[config.mk]
export PLATFORM = sky130hd
export DESIGN_NAME = irq_w1c_ctl
export DESIGN_NICKNAME = d
export VERILOG_FILES = /design/src/rtl/irq_ctl_pkg.sv /design/src/rtl/irq_w1c_status.sv /design/src/rtl/irq_cfg_regs.sv /design/src/rtl/irq_line_drv.sv /design/src/rtl/irq_w1c_ctl.sv
export SDC_FILE = /design/constraint.sdc
export NUM_CORES = 1
export LEC_CHECK = 0
export BUFFER_PORTS_ARGS = -buffer_cell sky130_fd_sc_hd__buf_2
export CORE_ASPECT_RATIO = 1.25
export CORE_MARGIN = 4
export CORE_UTILIZATION = 37
export CTS_BUF_LIST = sky130_fd_sc_hd__clkbuf_4
export DETAILED_ROUTE_END_ITERATION = 8
export PLACE_DENSITY_LB_ADDON = 0.05
export SYNTH_ARGS = -nofsm -noshare
export SYNTH_HDL_FRONTEND = slang
export SYNTH_SLANG_ARGS = --single-unit
export TNS_END_PERCENT = 50
[constraint.sdc]
create_clock -name clk -period 1.3 [get_ports clk]
set_input_delay 0.065 -clock clk [delete_from_list [all_inputs] [get_ports clk]]
set_output_delay 0.065 -clock clk [all_outputs]
set_load 0.05 [all_outputs]
[src/rtl/irq_ctl_pkg.sv]
// Shared constants for the write-one-to-clear interrupt controller:
// register offsets, pending-bit placement of each source and line modes.
package irq_ctl_pkg;
    localparam int SRC_N = 4;
    // Bit position of each source in the pending and enable words.
    localparam int unsigned SRC_POS [SRC_N] = '{0, 1, 2, 7};
    localparam int unsigned GATE_POS = 31;

    localparam logic [7:0] OFS_ENABLE = 8'h08;
    localparam logic [7:0] OFS_VECTOR = 8'h0C;
    localparam logic [7:0] OFS_STATUS = 8'h10;
    localparam logic [7:0] OFS_CAPS   = 8'h14;

    typedef enum logic [1:0] {
        SIG_LVL_HI    = 2'd0,
        SIG_LVL_LO    = 2'd1,
        SIG_EDGE_RISE = 2'd2,
        SIG_EDGE_FALL = 2'd3
    } sig_mode_e;
endpackage

[src/rtl/irq_w1c_status.sv]
// Pending register: one sticky bit per source, set by a source pulse and
// cleared by a write-one-to-clear strobe. A pulse wins over a clear.
// Assumes: src_evt pulses are synchronous to clk.
module irq_w1c_status
    import irq_ctl_pkg::*;
#(
    parameter int DATA_W = 32
) (
    input  logic              clk,
    input  logic              rst_n,
    input  logic              clr_we,
    input  logic [SRC_N-1:0]  clr_sel,
    input  logic [SRC_N-1:0]  src_evt,
    output logic [SRC_N-1:0]  pend_o,
    output logic [DATA_W-1:0] status_o
);
    logic [SRC_N-1:0] pend_q;

    // Set on a pulse, otherwise drop when selected by a clearing write.
    always_ff @(posedge clk) begin
        if (!rst_n) pend_q <= '0;
        else        pend_q <= src_evt | (pend_q & ~({SRC_N{clr_we}} & clr_sel));
    end

    // Place each pending bit at its register position.
    always_comb begin
        status_o = '0;
        for (int i = 0; i < SRC_N; i++) status_o[SRC_POS[i]] = pend_q[i];
    end

    assign pend_o = pend_q;

    for (genvar g = 0; g < SRC_N; g++) begin : g_chk

        evt_sets_chk: assert property (@(posedge clk) disable iff (!rst_n)
            src_evt[g] |=> pend_o[g]);

        clr_drops_chk: assert property (@(posedge clk) disable iff (!rst_n)
            (clr_we && clr_sel[g] && !src_evt[g]) |=> !pend_o[g]);

        evt_wins_chk: assert property (@(posedge clk) disable iff (!rst_n)
            (clr_we && clr_sel[g] && src_evt[g]) |=> pend_o[g]);
    end
endmodule

[src/rtl/irq_cfg_regs.sv]
// Register decode: enable word with master gate, byte-wide line number,
// clear strobe for the pending word, capability constant and read mux.
// Assumes: bus_addr holds a byte offset; reads are side-effect free.
module irq_cfg_regs
    import irq_ctl_pkg::*;
#(
    parameter int         ADDR_W       = 8,
    parameter int         DATA_W       = 32,
    parameter int         VEC_W        = 8,
    parameter logic [7:0] VEC_RESET    = 8'h00,
    parameter bit         STATIC_BURST = 1'b1
) (
    input  logic              clk,
    input  logic              rst_n,
    input  logic              bus_wr,
    input  logic [ADDR_W-1:0] bus_addr,
    input  logic [DATA_W-1:0] bus_wdata,
    input  logic [DATA_W-1:0] status_i,
    output logic [DATA_W-1:0] bus_rdata,
    output logic [SRC_N-1:0]  en_o,
    output logic              gate_o,
    output logic              clr_we_o,
    output logic [SRC_N-1:0]  clr_sel_o
);
    localparam logic [DATA_W-1:0] CAP_WORD =
        DATA_W'(32'h0000_00F8) | (DATA_W'(STATIC_BURST) << 8);

    logic [SRC_N-1:0] en_q;
    logic             gate_q;
    logic [VEC_W-1:0] vec_q;
    logic [SRC_N-1:0] wsel;
    logic             hit_en, hit_vec;

    // Gather the write-data bits that sit at each source position.
    always_comb begin
        for (int i = 0; i < SRC_N; i++) wsel[i] = bus_wdata[SRC_POS[i]];
    end

    assign hit_en    = bus_wr && (bus_addr == ADDR_W'(OFS_ENABLE));
    assign hit_vec   = bus_wr && (bus_addr == ADDR_W'(OFS_VECTOR));
    assign clr_we_o  = bus_wr && (bus_addr == ADDR_W'(OFS_STATUS));
    assign clr_sel_o = wsel;

    // Enable word and master gate, written as a whole.
    always_ff @(posedge clk) begin
        if (!rst_n) begin
            en_q   <= '0;
            gate_q <= 1'b0;
        end else if (hit_en) begin
            en_q   <= wsel;
            gate_q <= bus_wdata[GATE_POS];
        end
    end

    // Line-number byte.
    always_ff @(posedge clk) begin
        if (!rst_n)       vec_q <= VEC_W'(VEC_RESET);
        else if (hit_vec) vec_q <= bus_wdata[VEC_W-1:0];
    end

    // Read multiplexer; undecoded offsets return zero.
    always_comb begin
        bus_rdata = '0;
        case (bus_addr)
            ADDR_W'(OFS_ENABLE): begin
                for (int i = 0; i < SRC_N; i++) bus_rdata[SRC_POS[i]] = en_q[i];
                bus_rdata[GATE_POS] = gate_q;
            end
            ADDR_W'(OFS_VECTOR): bus_rdata[VEC_W-1:0] = vec_q;
            ADDR_W'(OFS_STATUS): bus_rdata = status_i;
            ADDR_W'(OFS_CAPS):   bus_rdata = CAP_WORD;
            default:             bus_rdata = '0;
        endcase
    end

    assign en_o   = en_q;
    assign gate_o = gate_q;


    en_hold_chk: assert property (@(posedge clk) disable iff (!rst_n)
        !(bus_wr && bus_addr == ADDR_W'(OFS_ENABLE)) |=> ($stable(en_o) && $stable(gate_o)));

    vec_hold_chk: assert property (@(posedge clk) disable iff (!rst_n)
        !(bus_wr && bus_addr == ADDR_W'(OFS_VECTOR)) |=> $stable(vec_q));
endmodule

[src/rtl/irq_line_drv.sv]
// Line driver: turns the "some source active" flag into the selected
// level or single-cycle pulse form.
// Assumes: sig_mode is changed only while no interrupt is expected.
module irq_line_drv
    import irq_ctl_pkg::*;
(
    input  logic       clk,
    input  logic       rst_n,
    input  logic       active_i,
    input  logic [1:0] mode_i,
    output logic       irq_o
);
    logic      active_d;
    logic      rise;
    sig_mode_e mode;

    // Remember last cycle's active flag for edge detection.
    always_ff @(posedge clk) begin
        if (!rst_n) active_d <= 1'b0;
        else        active_d <= active_i;
    end

    assign rise = active_i & ~active_d;
    assign mode = sig_mode_e'(mode_i);

    // Shape the line according to the selected signalling mode.
    always_comb begin
        case (mode)
            SIG_LVL_HI:    irq_o = active_i;
            SIG_LVL_LO:    irq_o = ~active_i;
            SIG_EDGE_RISE: irq_o = rise;
            default:       irq_o = ~rise;
        endcase
    end


    rise_once_chk: assert property (@(posedge clk) disable iff (!rst_n)
        (mode == SIG_EDGE_RISE && irq_o) |=> (mode_i != 2'd2 || !irq_o));

    fall_once_chk: assert property (@(posedge clk) disable iff (!rst_n)
        (mode == SIG_EDGE_FALL && !irq_o) |=> (mode_i != 2'd3 || irq_o));
endmodule

[src/rtl/irq_w1c_ctl.sv]
// Top of the write-one-to-clear interrupt controller: pending register,
// configuration registers and line driver. A source is active when it is
// pending, enabled and the master gate is set.
// Assumes: single clock domain, synchronous active-low reset.
module irq_w1c_ctl
    import irq_ctl_pkg::*;
#(
    parameter int         ADDR_W       = 8,
    parameter int         DATA_W       = 32,
    parameter int         VEC_W        = 8,
    parameter logic [7:0] VEC_RESET    = 8'h00,
    parameter bit         STATIC_BURST = 1'b1
) (
    input  logic              clk,
    input  logic              rst_n,
    input  logic              bus_wr,
    input  logic [ADDR_W-1:0] bus_addr,
    input  logic [DATA_W-1:0] bus_wdata,
    output logic [DATA_W-1:0] bus_rdata,
    input  logic [3:0]        src_evt,
    input  logic [1:0]        sig_mode,
    output logic              irq_o
);
    logic [SRC_N-1:0]  pend, en, clr_sel;
    logic [DATA_W-1:0] status_word;
    logic              gate, clr_we, active;

    irq_w1c_status #(.DATA_W(DATA_W)) u_status (
        .clk(clk), .rst_n(rst_n), .clr_we(clr_we), .clr_sel(clr_sel),
        .src_evt(src_evt), .pend_o(pend), .status_o(status_word)
    );

    irq_cfg_regs #(
        .ADDR_W(ADDR_W), .DATA_W(DATA_W), .VEC_W(VEC_W),
        .VEC_RESET(VEC_RESET), .STATIC_BURST(STATIC_BURST)
    ) u_cfg (
        .clk(clk), .rst_n(rst_n), .bus_wr(bus_wr), .bus_addr(bus_addr),
        .bus_wdata(bus_wdata), .status_i(status_word), .bus_rdata(bus_rdata),
        .en_o(en), .gate_o(gate), .clr_we_o(clr_we), .clr_sel_o(clr_sel)
    );

    // Any enabled pending source behind the master gate.
    assign active = gate & |(pend & en);

    irq_line_drv u_line (
        .clk(clk), .rst_n(rst_n), .active_i(active), .mode_i(sig_mode),
        .irq_o(irq_o)
    );


    gate_idle_chk: assert property (@(posedge clk) disable iff (!rst_n)
        !gate |-> (irq_o == (sig_mode == 2'd1 || sig_mode == 2'd3)));
endmodule

**Word level (Yosys, flattened, before mapping)**

Cells that the tools add are included.

- Register bits: 18
- Input port bits: 49
- Output and inout bits: 33
- Logic and storage cells: 32

- Eq/ne operators: 6
- Muxes and demuxes: 6
- Bitwise gates (word level): 10
- Reductions and logical operators: 5

Operator list:

| kind | count |
|---|---|
| equality test 8 x 4 -> 1 bit, second input constant | 2 |
| equality test 8 x 5 -> 1 bit, second input constant | 2 |
| bitwise AND 4 bit | 3 |
| case mux 3 bit (3 select lines) | 1 |
| case mux 4 bit (2 select lines) | 1 |
| inverter 4 bit | 1 |
| OR 4 bit | 1 |
| case mux 1 bit (4 select lines) | 1 |
| OR reduction 4 bit | 1 |
| logical AND 1 bit | 3 |
| inverter 1 bit | 3 |
| case mux 1 bit (3 select lines) | 1 |
| bitwise AND 1 bit | 2 |
| equality test 2 x 1 -> 1 bit, second input constant | 1 |
| equality test 2 bit, second input constant | 1 |
| zero test 2 bit | 1 |
| 2-to-1 mux 1 bit | 2 |

**Longest topological paths before layout**

Gate-level depths: netlist (run 1).

- Depth in word-level cells: 6
- Depth in mapped cells: 4
- Depth with buffers taken out: 3

**Cells and area by module**

Synthesis (run 1) repeated with hierarchy kept, for this count alone.

- Cell total of the unflattened synthesis: 178
- Area total of the unflattened synthesis: 1405.1 µm²

Modules (own cells, without submodules):

| module | times used | cells an instance | area an instance (µm²) | seq. area each (µm²) |
|---|---|---|---|---|
| irq_cfg_regs | 1 | 122 | 950.9 | 260.2 |
| irq_w1c_status | 1 | 49 | 384.1 | 80.1 |
| irq_line_drv | 1 | 4 | 47.5 | 20.0 |
| irq_w1c_ctl | 1 | 3 | 22.5 | 0.0 |

**Worst setup path after synthesis (run 1)**

No wires, ideal clock.

- Kind: input port to output port
- Start: input bus_addr[7]
- End: output bus_rdata[3]
- Arrival: 2254 ps
- Data required time: 1235 ps
- Setup slack: -1019 ps
- Stages on the path: 3
- Buffers on the path: 0
- Cells stage by stage: or3_1 -> nor3_1 -> a21o_1

- Word-level cells in the longest chain between the ends: 2
- Elaborated cells on any way between the ends: 3
- Classes of those cells: eq/ne (2); mux (1)

RTL lines:

| element | line | RTL |
|---|---|---|
| start, declared | irq_w1c_ctl.sv:17 | `input logic [ADDR_W-1:0] bus_addr,` |
| equality test 8 x 5 -> 1 bit or equality test 8 x 4 -> 1 bit (tied branches) | irq_cfg_regs.sv:64 | `case (bus_addr)` |
| case mux 4 bit (2 select lines) * | irq_cfg_regs.sv:64 |  |
| end, declared | irq_w1c_ctl.sv:19 | `output logic [DATA_W-1:0] bus_rdata,` |

Every way passes the cells marked *; elsewhere a longest branch is shown, timed or not.

**Worst setup path after layout (run 1)**

- Start: register u_status.pend_q[2] (netlist: u_status.pend_o[2])
- End: output irq_o

- Word-level cells in the longest chain between the ends: 6
- Elaborated cells on any way between the ends: 7
- Classes of those cells: mux (1); bitwise (5); reduce/logical (1)

RTL lines:

| element | line | RTL |
|---|---|---|
| start, declared | irq_w1c_status.sv:17 | `logic [SRC_N-1:0] pend_q;` |
| start signal, assigned | irq_w1c_status.sv:22 | `else pend_q <= src_evt \| (pend_q & ~({SRC_N{clr_we}} & clr_sel));` |
| bitwise AND 4 bit * | irq_w1c_ctl.sv:43 | `assign active = gate & \|(pend & en);` |
| OR reduction 4 bit * | irq_w1c_ctl.sv:43 |  |
| bitwise AND 1 bit * | irq_w1c_ctl.sv:43 |  |
| bitwise AND 1 bit | irq_line_drv.sv:23 | `assign rise = active_i & ~active_d;` |
| inverter 1 bit | irq_line_drv.sv:32 | `default: irq_o = ~rise;` |
| case mux 1 bit (3 select lines) * | irq_line_drv.sv:28 | `case (mode)` |
| end, declared | irq_w1c_ctl.sv:22 | `output logic irq_o` |

Marks and branches as above.

==> metrics.log, run 1 <==
[metrics] run status: finished, violations left
[metrics] violations in the final reports: setup timing
[metrics] layout cell share with drive strength beyond 1: 41.2%
[metrics] clock insertion delay at the later pin of the skew report: 290 ps
[metrics] Routed met1 length: 1.17 mm
[metrics] number of vias in the routed layout: 1065
[metrics] min-delay worst type: input port to flip-flop
[metrics] gate count after technology mapping: 133
[metrics] Tot GR Track Use: 15.0%
[metrics] maximum buffer depth of the clock tree: 2
[metrics] cell at the root of the clock tree: sky130_fd_sc_hd__clkbuf_4
[metrics] clock-pin slew on the worst setup and hold paths: 100 ps
[metrics] startpoint class of the critical path: flip-flop
[metrics] Avg Synthesized Cell Area: 8.44 um2
[metrics] global route overflow: 0
[metrics] Max Freq: 660 MHz
[metrics] number of distinct standard cells referenced by the synthesized netlist: 30
[metrics] setup_tns: -942 ps
[metrics] share of the clock period used by the worst path: 117%
[metrics] launch point of the worst hold path: bus_wdata[31]
[metrics] Initial Utilization: 38.5%
[metrics] max-capacitance violation count: 0
[metrics] Worst R2R Path Depth: 3
[metrics] vias per inst: 4.63
[metrics] startpoint of the most critical register-to-register path: u_status.pend_o[2]$_SDFF_PN0_
[metrics] Clock power frac: 23.3%
[metrics] Flop pwr share: 48.4%
[metrics] end-of-flow core utilization: 58.0%
[metrics] first-pass GRT wire length: 4.73 mm
[metrics] Sw Pwr: 0.398 mW
[metrics] Slowest Stage Delay on Critical Path: 340 ps
[metrics] largest voltage drop on the vdd net: 0.687 mV
[metrics] count of antenna-violating nets left after detailed routing: 0
[metrics] final net count: 245
[metrics] post-synthesis sequential area ratio: 32.1%
[metrics] met2 wire length: 1.53 mm
[metrics] CP Data Arrival Time: 1450 ps
[metrics] final setup violating endpoints: 10
[metrics] final clock skew: 2.62 ps
[metrics] leakage power figure: 0.880 nW
[metrics] pin count of the biggest net entering global routing: 27
[metrics] clock sinks: 18
[metrics] power density over cell area: 692 nW/um2
[metrics] setup repair after global routing missed its margin: yes
[metrics] DR DRC count: 0
[metrics] crit path setup slack, layout: -216 ps
[metrics] RD Place Congestion: 0.838
[metrics] met3 wire len: 158 um
[metrics] standard cell area after detailed placement: 1450 um2
[metrics] smallest hold slack: 8.14 ps
[metrics] y dimension of the die: 69.6 um
[metrics] uppermost routed layer: met4
[metrics] final worst path period need: 1520 ps
[metrics] die span in x: 57.3 um
[metrics] Core Rows: 22
[metrics] combinational cell fraction of total power: 28.3%
[metrics] Total Routed Length: 2.89 mm
[metrics] number of CTS-inserted buffers: 3
[metrics] Setup Crit Path Kind: flip-flop to output port
[metrics] slowest cell on the critical path: sky130_fd_sc_hd__dfxtp_2
[metrics] Pint: 0.773 mW
[metrics] via count of the first global-routing pass: 1042
[metrics] initial antenna violation count: 0
[metrics] DIE AREA: 3980 um2
[metrics] Ant. Diodes: 0
[metrics] final hold violation count: 0
[metrics] TritonCTS clock tree: yes
[metrics] switch share: 34.0%
[metrics] Final Max Slew Viols: 0
[metrics] R2R setup slack: 480 ps
[metrics] required time worst endpoint: 1240 ps
[metrics] flip-flop and latch count after synthesis: 18
[metrics] worst flop-to-flop path endpoint: u_line.active_d$_SDFF_PN0_
[metrics] detailed placement HPWL: 2.22 mm
[metrics] post-route cell area: 1690 um2
[metrics] Yosys Warn Count: 0
[metrics] post-synthesis cell area: 1120 um2
[metrics] routed wirelength normalized by instance count: 12.6 um
[metrics] area overhead of the layout relative to synthesis: 50.8%
[metrics] ordered list of cells on the worst path: a22o_1, o211ai_1, xnor2_2, buf_6
[metrics] floorplan core area: 2920 um2
[metrics] Top Ports: 82
[metrics] endpoint of the worst hold path: u_cfg.gate_o$_SDFFE_PN0P_
[metrics] DRT Pass-1 Iters: 4
[metrics] drt first-iter violations: 32
[metrics] Hold Path Depth: 3
[metrics] crit path max fanout: 2
[metrics] number of I/O port buffers: 36
[metrics] Crit. End Element: output port
[metrics] H-tree Lvls: 1
worst max-delay path: cells and delay by family, from the launching register on:
family	cells	cell delay [ps]
AOI/OAI and AO/OA	2	490
DFF	1	340
buffers and inverters	1	180
xor gates and xnor gates	1	150
routing by layer:
metal  vias to the layer above  track usage [%]
li1                        539                -
met1                       497             18.3
met2                        25             25.5
met3                         4             2.98
met4                         0             5.41
met5                         -                0
metrics by stage:
step                      setup slack [ps]  instances  total power [mW]
after floorplan                       -112        154             0.838
after global placement                -273        217             0.874
after detailed placement              -291        217             0.876
after CTS                             -253        228              1.19
after global routing                  -281        230              1.23
final                                 -216        230              1.17
layout make-up:
class | count | area, um2
tap | 36 | 45.0
timing repair buffer | 64 | 526
inverter | 8 | 30.0
multi-input combinational | 101 | 708
sequential | 18 | 362
clock buffer | 3 | 22.5
fill | 271 | 1220
cells in the final DEF (no fill, tap or decap), types with 6 or more instances in the layout:
cell and n:
sky130_fd_sc_hd__nand2_1 23, sky130_fd_sc_hd__dlygate4sd3_1 8, sky130_fd_sc_hd__inv_1 8, sky130_fd_sc_hd__mux2i_1 13
sky130_fd_sc_hd__buf_4 17, sky130_fd_sc_hd__buf_8 6, sky130_fd_sc_hd__buf_6 10, sky130_fd_sc_hd__conb_1 22
sky130_fd_sc_hd__buf_2 23, sky130_fd_sc_hd__dfxtp_1 17
power groups by stage:
| stage | Clock, mW | Sequential, mW | Combinational [mW] |
|---|---|---|---|
| final | 0.273 | 0.567 | 0.332 |
| after global routing | 0.312 | 0.568 | 0.354 |
| after CTS | 0.293 | 0.567 | 0.326 |
| after detailed placement | 0 | 0.579 | 0.297 |
| after global placement | 0 | 0.579 | 0.295 |
| after floorplan | 0 | 0.578 | 0.260 |
cells by family (layout without fill, tap and decap cells):
group                  count (synthesis)  after routing  share of synthesized area, %
AND/OR/NAND/NOR                       46             46                          22.1
XOR/XNOR                               1              1                         0.781
flip-flops                            18             18                          32.1
other                                  1             22                         0.334
multiplexers                          13             13                          11.6
buffers and inverters                 35             75                          19.7
AO/OA/AOI/OAI                         19             19                          13.4
worst max path at each step:
| stage | startpoint | endpoint | slack, ps |
|---|---|---|---|
| 2_1_floorplan | bus_addr[1] | bus_rdata[3] | -110 |
| 5_1_grt | u_status.pend_o[2]$_SDFF_PN0_ | irq_o | -280 |
| 3_5_place_dp | bus_addr[7] | bus_rdata[1] | -290 |
| 4_1_cts | u_status.pend_o[2]$_SDFF_PN0_ | irq_o | -250 |
| 3_3_place_gp | bus_addr[7] | bus_rdata[1] | -270 |
| 6_report | u_status.pend_o[2]$_SDFF_PN0_ | irq_o | -220 |
Yosys cell counts:
| master | instances | area share, % |
|---|---|---|
| sky130_fd_sc_hd__clkbuf_1 | 4 | 1.3 |
| sky130_fd_sc_hd__buf_6 | 1 | 1.0 |
| sky130_fd_sc_hd__xnor2_1 | 1 | 0.78 |
| sky130_fd_sc_hd__nor4_1 | 1 | 0.56 |
| sky130_fd_sc_hd__dfxtp_1 | 18 | 32 |
| sky130_fd_sc_hd__or4b_1 | 1 | 0.89 |
| sky130_fd_sc_hd__a221o_1 | 4 | 3.6 |
| sky130_fd_sc_hd__or4_1 | 1 | 0.67 |
| sky130_fd_sc_hd__mux2i_1 | 13 | 12 |
| sky130_fd_sc_hd__or3b_1 | 1 | 0.78 |
| sky130_fd_sc_hd__or3_1 | 1 | 0.56 |
| sky130_fd_sc_hd__nor3_1 | 4 | 1.8 |
| sky130_fd_sc_hd__nand2_1 | 23 | 7.7 |
| sky130_fd_sc_hd__or2_2 | 1 | 0.56 |
| sky130_fd_sc_hd__a22o_1 | 2 | 1.6 |
| sky130_fd_sc_hd__o211ai_1 | 1 | 0.67 |
| sky130_fd_sc_hd__a41oi_1 | 4 | 3.1 |
| sky130_fd_sc_hd__buf_4 | 22 | 15 |
| sky130_fd_sc_hd__o21ai_0 | 4 | 1.8 |
| sky130_fd_sc_hd__nor2_1 | 4 | 1.3 |
| sky130_fd_sc_hd__nor4b_2 | 1 | 1.3 |
| sky130_fd_sc_hd__conb_1 | 1 | 0.33 |
| sky130_fd_sc_hd__or3b_2 | 1 | 0.78 |
| sky130_fd_sc_hd__nand2b_1 | 2 | 1.1 |
| sky130_fd_sc_hd__or4b_2 | 1 | 0.89 |
| sky130_fd_sc_hd__inv_1 | 8 | 2.7 |
| sky130_fd_sc_hd__a21o_1 | 4 | 2.7 |
| sky130_fd_sc_hd__or4_2 | 1 | 0.78 |
| sky130_fd_sc_hd__and2_1 | 1 | 0.56 |
| sky130_fd_sc_hd__nor3_2 | 2 | 1.8 |
flip-flops by register name, indices dropped and copies added (netlist names):
name and count:
u_cfg.en_o 4, u_cfg.gate_o 1, u_cfg.vec_q 8, u_line.active_d 1
u_status.pend_o 4
repair_timing:
action / 4_1_cts / 5_1_grt
hold buffers: 8 / 0
gates resized for setup: 28 / 9
setup buffers: 0 / 2
endpoints found under the hold margin: 8 / 0
endpoints found under the setup margin: 11 / 11
pin swaps: 7 / 5
Power figures use the tool's default switching activity.
==> run 2, diff against run 1 <==
CORE_UTILIZATION = 42   (was 37)
clock period = 1.7 ns   (was 1.3 ns; I/O delays follow)
==> metrics.log, run 2 (same netlist as run 1, synthesis figures left out) <==
[metrics] detailed placement HPWL: 1.97 mm (was 2.22 mm)
[metrics] number of I/O port buffers: 36 (unchanged)
[metrics] Tot GR Track Use: 13.8% (was 15.0%)
[metrics] layout cell share with drive strength beyond 1: 31.4% (was 41.2%)
[metrics] critical path's top delay family: simple AND/OR/NAND/NOR gates (was compound AO/OA/AOI/OAI gates)
[metrics] total setup buffers inserted after CTS: 0 (unchanged)
[metrics] clock insertion delay at the later pin of the skew report: 290 ps (about the same)
[metrics] worst slack at placement: -19.1 ps (was -291 ps)
[metrics] slowest cell on the critical path: sky130_fd_sc_hd__or4_2 (was sky130_fd_sc_hd__dfxtp_2)
[metrics] DRT Pass-1 Iters: 3 (was 4)
[metrics] end-of-flow core utilization: 54.4% (was 58.0%)
[metrics] standard cell area after detailed placement: 1290 um2 (was 1450 um2)
[metrics] Max Freq: 606 MHz
[metrics] H-tree Lvls: 1 (unchanged)
[metrics] pin count of the biggest net entering global routing: 27 (unchanged)
[metrics] area overhead of the layout relative to synthesis: 21.4% (was 50.8%)
[metrics] cell at the root of the clock tree: sky130_fd_sc_hd__clkbuf_4 (unchanged)
[metrics] first-pass GRT wire length: 3.75 mm (was 4.73 mm)
[metrics] clock sinks: 18 (unchanged)
[metrics] post-route cell area: 1360 um2 (was 1690 um2)
[metrics] die span in x: 54.2 um (was 57.3 um)
[metrics] commonest non-fill, non-tap cells in the layout: sky130_fd_sc_hd__buf_2, sky130_fd_sc_hd__nand2_1, sky130_fd_sc_hd__conb_1 (was sky130_fd_sc_hd__nand2_1, sky130_fd_sc_hd__buf_2, sky130_fd_sc_hd__conb_1)
[metrics] vias per inst: 4.70 (was 4.63)
[metrics] final setup violating endpoints: 0 (was 10)
[metrics] y dimension of the die: 65.8 um (was 69.6 um)
[metrics] final net count: 226 (was 245)
[metrics] Flop pwr share: 51.1% (was 48.4%)
[metrics] combinational cell fraction of total power: 24.3% (was 28.3%)
[metrics] Clock power frac: 24.5% (was 23.3%)
[metrics] maximum buffer depth of the clock tree: 2 (unchanged)
[metrics] crit path setup slack, layout: 49.5 ps (was -216 ps)
[metrics] CP Data Arrival Time: 1570 ps (was 1450 ps)
[metrics] TritonCTS clock tree: yes (unchanged)
[metrics] Total Routed Length: 2.44 mm (was 2.89 mm)
[metrics] final hold violation count: 0 (unchanged)
[metrics] min-delay worst type: input port to flip-flop (unchanged)
[metrics] setup repair after global routing missed its margin: yes (unchanged)
[metrics] initial antenna violation count: 0 (unchanged)
[metrics] DR DRC count: 0 (unchanged)
[metrics] leakage power figure: 0.741 nW (was 0.880 nW)
[metrics] Core Rows: 20 (was 22)
[metrics] number of buffers and inverters on the critical path: 3 (was 1)
[metrics] RD Place Congestion: 0.698 (was 0.838)
[metrics] run status: finished, final reports clean (was finished, violations left)
[metrics] largest register by flop count: u_cfg.vec_q (unchanged)
[metrics] via count of the first global-routing pass: 893 (was 1042)
[metrics] number of CTS-inserted buffers: 3 (unchanged)
[metrics] flip-flop count of the largest register, all copies and words added: 8 (unchanged)
[metrics] global route overflow: 0 (unchanged)
[metrics] switch share: 34.4% (was 34.0%)
[metrics] drt first-iter violations: 16 (was 32)
[metrics] final clock skew: 6.63 ps (was 2.62 ps)
[metrics] startpoint class of the critical path: input port (was flip-flop)
[metrics] Crit. End Element: output port (unchanged)
[metrics] Initial Utilization: 44.8% (was 38.5%)
[metrics] ordered list of cells on the worst path: buf_2, or4_2, buf_4, nor3_1, a221o_1, buf_6 (was a22o_1, o211ai_1, xnor2_2, buf_6)
[metrics] Sw Pwr: 0.293 mW (was 0.398 mW)
[metrics] routed wirelength normalized by instance count: 11.8 um (was 12.6 um)
[metrics] DIE AREA: 3570 um2 (was 3980 um2)
[metrics] floorplan core area: 2500 um2 (was 2920 um2)
[metrics] Final Max Slew Viols: 0 (unchanged)
[metrics] share of the clock period used by the worst path: 97.1%
[metrics] # fillers: 252 (was 271)
[metrics] final worst path period need: 1650 ps
[metrics] Top Ports: 82 (unchanged)
[metrics] smallest hold slack: 16.7 ps (was 8.14 ps)
[metrics] number of vias in the routed layout: 978 (was 1065)
[metrics] power density over cell area: 624 nW/um2 (was 692 nW/um2)
[metrics] clock-pin slew on the worst setup and hold paths: 90 ps (was 100 ps)
[metrics] most common library cell in the layout ignoring fill and taps: sky130_fd_sc_hd__buf_2
[metrics] Ant. Diodes: 0 (unchanged)
[metrics] Pint: 0.557 mW (was 0.773 mW)
[metrics] crit path max fanout: 3 (was 2)
[metrics] largest voltage drop on the vdd net: 0.369 mV (was 0.687 mV)
[metrics] Slowest Stage Delay on Critical Path: 690 ps (was 340 ps)
[metrics] setup_tns: 0 ps (was -942 ps)
[metrics] Setup Crit Path Kind: input port to output port (was flip-flop to output port)
[metrics] count of antenna-violating nets left after detailed routing: 0 (unchanged)
[metrics] max-capacitance violation count: 0 (unchanged)
[metrics] required time worst endpoint: 1620 ps (was 1240 ps)
==> run 2: cell count changes in the layout (fill, tap and decap cells not counted), sizes merged <==
cell         previous run  this run
buf                    56        42
clkbuf                  3         4
dlygate4sd3             8         2
==> run 2: path summary, 6_finish.rpt <==
| kind | cells after the start | slack, ps | end | startpoint |
|---|---|---|---|---|
| worst max-delay path | 6 | 50 | bus_rdata[1] | bus_addr[7] |
| worst min-delay path | 2 | 20 | u_status.pend_o[0]$_SDFF_PN0_ | bus_wdata[0] |
| worst max register to register | 3 | 860 | u_line.active_d$_SDFF_PN0_ | u_status.pend_o[2]$_SDFF_PN0_ |
| worst min register to register | 2 | 470 | u_cfg.vec_q[3]$_SDFFE_PN0P_ | u_cfg.vec_q[3]$_SDFFE_PN0P_ |
==> run 2: what timing repair did <==
action,4_1_cts,5_1_grt
hold endpoints to repair,2,0
setup endpoints to repair,2,5
hold buffers,2,0
gates resized for setup,2,8
==> run 2: area by class of cell <==
type	instances	area, um2	area share, %
Clock buffer	3	22.5	1.65
Tap cell	33	41.3	3.03
Multi-Input combinational cell	101	636	46.6
Sequential cell	18	360	26.4
Timing Repair Buffer	45	273	20.0
Inverter	8	30.0	2.20
==> run 2: metal layers <==
metal / wire [um] / GRT usage (%) / vias up
li1: - / - / 505
met1: 1010 / 17.6 / 442
met2: 1250 / 23.2 / 29
met3: 174 / 2.26 / 2
met4: 11 / 3.74 / 0
met5: 0 / 0 / -
==> run 2: worst register-to-register path, delay by kind of cell (launching register included) <==
family | cells | cell delay [ps]
flops | 1 | 340
compound gates | 1 | 260
simple gates | 2 | 140
==> run 2: power by group through the flow <==
stage | registers (mW) | logic [mW] | clock network, mW
6_report | 0.435 | 0.207 | 0.209
2_1_floorplan | 0.442 | 0.193 | 0
3_3_place_gp | 0.444 | 0.198 | 0
4_1_cts | 0.435 | 0.205 | 0.218
3_5_place_dp | 0.444 | 0.201 | 0
5_1_grt | 0.435 | 0.223 | 0.228
==> run 2: through the flow <==
step / power [mW] / cells
2_1_floorplan: 0.635 / 154
4_1_cts: 0.858 / 208
6_report: 0.850 / 208
3_3_place_gp: 0.642 / 203
5_1_grt: 0.886 / 208
3_5_place_dp: 0.646 / 203
